$ cat src/rtl/prot_guard_pkg.sv
package prot_guard_pkg;

  typedef enum logic [1:0] {
    SPAN_NONE    = 2'b00,
    SPAN_QUARTER = 2'b01,
    SPAN_HALF    = 2'b10,
    SPAN_ALL     = 2'b11
  } span_e;

  typedef struct packed {
    logic  pen;
    span_e span;
    logic  wel;
  } prot_state_t;

  // field positions inside the visible register byte
  localparam int unsigned WEL_POS  = 1;
  localparam int unsigned SPAN_POS = 3;
  localparam int unsigned PEN_POS  = 7;

endpackage

$ cat src/rtl/lock_span_dec.sv
module lock_span_dec
  import prot_guard_pkg::*;
#(
  parameter int unsigned ADDR_W = 12
) (
  input  logic [ADDR_W-1:0] addr,
  input  span_e             span,
  output logic              locked
);

  localparam int unsigned NSPAN = 4;

  logic [NSPAN-1:0] hit;
  logic [1:0]       sel;

  // span code g covers the top 1/4 (g=1) or 1/2 (g=2) of the space,
  // i.e. addresses whose top (3-g) bits are all ones
  generate
    for (genvar g = 0; g < NSPAN; g++) begin : g_span
      if (g == 0) begin : g_none
        assign hit[g] = 1'b0;
      end else if (g == NSPAN - 1) begin : g_all
        assign hit[g] = 1'b1;
      end else begin : g_frac
        localparam int unsigned TOPB = NSPAN - 1 - g;
        assign hit[g] = &addr[ADDR_W-1 -: TOPB];
      end
    end
  endgenerate

  assign sel    = span;
  assign locked = hit[sel];

endmodule

$ cat src/rtl/wp_register.sv
module wp_register
  import prot_guard_pkg::*;
#(
  parameter int unsigned DATA_W = 8
) (
  input  logic              clk,
  input  logic              rst_n,
  input  logic              wr_en,
  input  logic [DATA_W-1:0] wr_data,
  input  logic              wp_pin,
  output prot_state_t       state,
  output logic              nv_ok
);

  prot_state_t state_q;
  prot_state_t state_d;
  logic        hw_lock;

  assign hw_lock = wp_pin & state_q.pen;
  assign nv_ok   = state_q.wel & ~hw_lock;

  always_comb begin
    state_d = state_q;
    if (wr_en) begin
      state_d.wel = wr_data[WEL_POS];
      if (nv_ok) begin
        state_d.span = span_e'(wr_data[SPAN_POS +: 2]);
        state_d.pen  = wr_data[PEN_POS];
      end
    end
  end

  always_ff @(posedge clk or negedge rst_n) begin
    if (!rst_n) begin
      state_q <= '0;
    end else if (wr_en) begin
      state_q <= state_d;
    end
  end

  assign state = state_q;


  rom_mode_hold_chk: assert property (@(posedge clk) disable iff (!rst_n)
    (wr_en && wp_pin && state_q.pen) |=> ($stable(state_q.span) && $stable(state_q.pen)));


  no_latch_hold_chk: assert property (@(posedge clk) disable iff (!rst_n)
    (wr_en && !state_q.wel) |=> ($stable(state_q.span) && $stable(state_q.pen)));

endmodule

$ cat src/rtl/wr_gate.sv
module wr_gate (
  input  logic req,
  input  logic is_top,
  input  logic locked,
  input  logic wel,
  input  logic nv_ok,
  output logic grant_d,
  output logic reject_d
);

  logic allowed;

  always_comb begin
    if (is_top) begin
      allowed = nv_ok;
    end else begin
      allowed = wel & ~locked;
    end
    grant_d  = req & allowed;
    reject_d = req & ~allowed;
  end

endmodule

$ cat src/rtl/blk_lock_guard.sv
module blk_lock_guard
  import prot_guard_pkg::*;
#(
  parameter int unsigned ADDR_W = 12,
  parameter int unsigned DATA_W = 8
) (
  input  logic              clk,
  input  logic              rst_n,
  input  logic              wr_req,
  input  logic [ADDR_W-1:0] wr_addr,
  input  logic [DATA_W-1:0] wr_data,
  input  logic              wp_pin,
  output logic              wr_grant,
  output logic              wr_reject,
  output logic [DATA_W-1:0] prot_reg
);

  localparam logic [ADDR_W-1:0] REG_ADDR = {ADDR_W{1'b1}};

  // reset: asserted asynchronously, released after two clean edges
  logic rst_meta;
  logic rst_ok;

  always_ff @(posedge clk or negedge rst_n) begin
    if (!rst_n) begin
      rst_meta <= 1'b0;
      rst_ok   <= 1'b0;
    end else begin
      rst_meta <= 1'b1;
      rst_ok   <= rst_meta;
    end
  end

  logic        is_top;
  logic        reg_wr;
  logic        locked;
  logic        nv_ok;
  logic        grant_d;
  logic        reject_d;
  logic        grant_q;
  logic        reject_q;
  prot_state_t state;

  assign is_top = (wr_addr == REG_ADDR);
  assign reg_wr = wr_req & is_top;

  wp_register #(.DATA_W(DATA_W)) u_reg (
    .clk     (clk),
    .rst_n   (rst_ok),
    .wr_en   (reg_wr),
    .wr_data (wr_data),
    .wp_pin  (wp_pin),
    .state   (state),
    .nv_ok   (nv_ok)
  );

  lock_span_dec #(.ADDR_W(ADDR_W)) u_span (
    .addr   (wr_addr),
    .span   (state.span),
    .locked (locked)
  );

  wr_gate u_gate (
    .req      (wr_req),
    .is_top   (is_top),
    .locked   (locked),
    .wel      (state.wel),
    .nv_ok    (nv_ok),
    .grant_d  (grant_d),
    .reject_d (reject_d)
  );

  always_ff @(posedge clk or negedge rst_ok) begin
    if (!rst_ok) begin
      grant_q  <= 1'b0;
      reject_q <= 1'b0;
    end else begin
      grant_q  <= grant_d;
      reject_q <= reject_d;
    end
  end

  always_comb begin
    prot_reg                  = '0;
    prot_reg[WEL_POS]         = state.wel;
    prot_reg[SPAN_POS +: 2]   = state.span;
    prot_reg[PEN_POS]         = state.pen;
  end

  assign wr_grant  = grant_q;
  assign wr_reject = reject_q;


  pulse_excl_chk: assert property (@(posedge clk) disable iff (!rst_ok)
    !(wr_grant && wr_reject));


  outcome_needs_req_chk: assert property (@(posedge clk) disable iff (!rst_ok)
    wr_req |=> (wr_grant || wr_reject));


  no_latch_no_grant_chk: assert property (@(posedge clk) disable iff (!rst_ok)
    (wr_req && !state.wel) |=> !wr_grant);


  full_span_reject_chk: assert property (@(posedge clk) disable iff (!rst_ok)
    (wr_req && !is_top && state.span == SPAN_ALL) |=> wr_reject);

endmodule

$ cat config.mk
export PLATFORM = sky130hd
export DESIGN_NAME = blk_lock_guard
export DESIGN_NICKNAME = d
export VERILOG_FILES = /design/src/rtl/prot_guard_pkg.sv /design/src/rtl/lock_span_dec.sv /design/src/rtl/wp_register.sv /design/src/rtl/wr_gate.sv /design/src/rtl/blk_lock_guard.sv
export SDC_FILE = /design/constraint.sdc
export NUM_CORES = 1
export LEC_CHECK = 0
export BUFFER_PORTS_ARGS = -buffer_cell sky130_fd_sc_hd__clkbuf_2
export CAP_MARGIN = 20
export CORE_AREA = 2 2 39 41
export DETAILED_ROUTE_END_ITERATION = 6
export DIE_AREA = 0 0 41 43
export PLACE_DENSITY = 0.65
export SYNTH_ARGS = -nofsm -noshare
export SYNTH_HDL_FRONTEND = slang
export SYNTH_SLANG_ARGS = --single-unit
$ cat constraint.sdc
create_clock -name clk -period 0.8 [get_ports clk]
set_input_delay 0.04 -clock clk [delete_from_list [all_inputs] [get_ports clk]]
set_output_delay 0.04 -clock clk [all_outputs]
set_load 0.005 [all_outputs]
==> metrics.md <==
| Metric | Value |
|---|---|
| Core Util, Final | between 40% and 50% |
| Crit path kind | reg2reg |
| Initial antenna violation count | 0 |
| Total Routing Usage GR | 11.2% |
| Post-synth top area share | 52.5% |
| Worst endpoint data arrival time | approximately 1.3 ns |
| Port Buffer Count | 25 |
| Startpoint types | flip-flop |
| Failing checks | setup timing |
| Layout Skew | around 0.005 ns |
| Vias in the first global route | between 300 and 400 |
| Final wirelength | ~830 um |
| Clock-pin transition on the worst setup and hold timing paths | about 0.050 ns |
| Iteration-0 DRC count of the detailed router | 0 |
| Peak supply drop | 562 uV |
| Cell taking the most area after synthesis | dfrtp_1 |
| Crit path depth | 4 |
| CP delay by family, top | flip-flops |
| Core Rows | 14 |
| Core Area | 0.00138 mm2 |
| Die ar. | ~0.0018 mm2 |
| CTS tree | built |
| Reg2reg path depth | 4 |
| Final Hold Viols | 0 |
| Remaining Overflow, GRT | 0 |
| Htree depth | 1 |
| N_diodes | 0 |
| CTS Sinks | 8 |
| Final Power | roughly 800 uW |
| Largest net degree at the start of global routing | 7 |
| Final Max Tran Viols | 0 |
| Layout cells sized above 1 | between 60% and 70% |
| Setup crit end kind | flip-flop |
| Pwr Density | between 1000 and 1500 mW/mm2 |
| RSZ-0062 raised after global routing | yes |
| CP max stage cell | dfrtp_1 |
| Vias per cell | roughly 4.4 |
| Syn avg cell area | 11.9 um2 |
| CP peak stage delay | approximately 0.36 ns |
| Antenna-violating nets left | 0 |
| Via count | 362 |
| DRT Pass-1 Iters | 1 |
| Worst setup endpoint | u_reg.state[1] |
| Flops & latches, synth | 8 |
| Initial core utilization | between 20 and 30% |
| DIE WIDTH | between 40 and 50 um |
| Mapped cell area | between 300 and 400 um2 |
| R2R Path End | u_reg.state[1] |
| Count of final setup violators | 10 |
| Setup crit start | u_reg.state[0] |
| Final period util | 143% |
| Hold slack | between 0.01 and 0.015 ns |
| # IOs | 34 |
| CP Buf/Inv Count | 1 |
| Final layout net count | 93 |
| CP Max Fanout | 3 |
| Remaining DRCs | 0 |
| Final WS setup | -0.340 ns |
| Root buf cell | clkbuf_4 |
| Die Y | around 43 um |
| Inserted Clock Buffers | 3 |
| Worst reg-to-reg setup slack | -0.34 ns |
| Setup WS pre-CTS | -0.362 ns |
| WP data required | roughly 0.93 ns |
| Post-synthesis sequential area ratio | approximately 52% |
| Max Cap Violations | 0 |
| Synth-to-Final Area Change | 65.2% |
| CP Cell Sequence | inv_1 > a21oi_2 > nand3_2 > mux2_1 |
| First-pass GRT wire length | 1260 um |
| Top cells by area, synth | dfrtp_1 (52%), buf_4 (9.8%), mux2_1 (8.9%) |
| HP Class | in2reg |
| Dpl hpwl | 714 um |
| Reg-to-Reg Start | u_reg.state[0] |
| Gate Count Post-Synth | 32 |
| DR WL/cell | between 9 and 10 um |
| Fin crit period | between 1 and 1.5 ns |
| Leakage power total | roughly 0.35 nW |
| Clk buf depth | 2 |
| Synth unique cells | 16 |
| Status | finished, violations left |
| Final GP Congestion | ~0.66 |
| FMAX | ~900 MHz |
| Syn. warnings | 0 |
| Latest clock arrival within the worst-skew pair | between 0.2 and 0.3 ns |
sequential cells by signal (all words and copies together), names as in the netlist:
register,cells
wr_reject,1
u_reg.state,4
rst_ok,1
rst_meta,1
wr_grant,1
Yosys cell counts (all sizes together):
cell type and number:
a221oi 1, nand3 1, mux2i 1, nand4 3, nand2 1, buf 5, a21oi 1, nor2b 1
a21o 1, mux2 4, inv 1, conb 2, and2 1, nor3 1, dfrtp 8
cells in the final DEF (no fill, tap or decap):
master / n
a21o_2: 1
a21oi_2: 1
a221oi_2: 1
and2_1: 1
buf_4: 6
buf_6: 3
clkbuf_2: 24
clkbuf_4: 3
conb_1: 5
dfrtp_1: 8
dlygate4sd3_1: 1
inv_1: 1
mux2_1: 1
mux2_4: 3
mux2i_1: 1
nand2_2: 1
nand3_2: 1
nand4_1: 3
nor2b_1: 1
nor3_2: 1
power by group:
part	internal (mW)	total (mW)	switching, mW
clock network	0.171	0.303	0.132
registers	0.413	0.420	0.00709
logic	0.0460	0.0748	0.0288
total	0.630	0.798	0.168
metal layers:
layer  share of wire (%)  global-route usage (%)  wire length [um]
met2                  45                    18.1               375
met1                  38                    11.1               317
met5                   0                       0                 0
met4                 2.3                    8.00                19
met3                  14                    3.66               116
cells by family after synthesis:
family	after synthesis	share of synthesized area, %
mux	5	14.4
flops	8	52.5
compound gates	3	5.90
simple gates	8	14.4
other cells	2	1.97
buf+inv	6	10.8
stage by stage:
step | cells | setup TNS [ns] | instance area (um2)
CTS | 83 | -2.31 | 611
floorplan | 35 | -1.56 | 407
global placement | 78 | -1.87 | 567
global route | 83 | -2.80 | 631
finish | 83 | -2.21 | 631
detailed placement | 78 | -1.96 | 567
layout make-up:
| type | instances | area (um2) |
|---|---|---|
| Clock buffer | 3 | 22.5 |
| Fill cell | 152 | 753 |
| Inverter | 1 | 3.75 |
| Multi-Input combinational cell | 21 | 175 |
| Sequential cell | 8 | 200 |
| Tap cell | 16 | 20.0 |
| Timing Repair Buffer | 34 | 209 |
what timing repair did:
| action | in CTS | in global routing |
|---|---|---|
| resized for setup | 1 | 5 |
| pin swaps | 0 | 3 |
| endpoints found under the hold margin | 2 | 0 |
| buffers inserted | 1 | 1 |
| cloned | 0 | 0 |
| endpoints found under the setup margin | 10 | 10 |
| hold buffers | 1 | 0 |
worst min path at each step:
stage | cells after the start | end | startpoint
global placement | 1 | rst_meta | rst_n
floorplan | 0 | rst_meta | rst_n
finish | 2 | u_reg.state[1] | wr_data[3]
global route | 2 | u_reg.state[1] | wr_data[3]
CTS | 2 | u_reg.state[1] | wr_data[3]
detailed placement | 1 | rst_ok | rst_n
(Power assumes the default switching activity.)
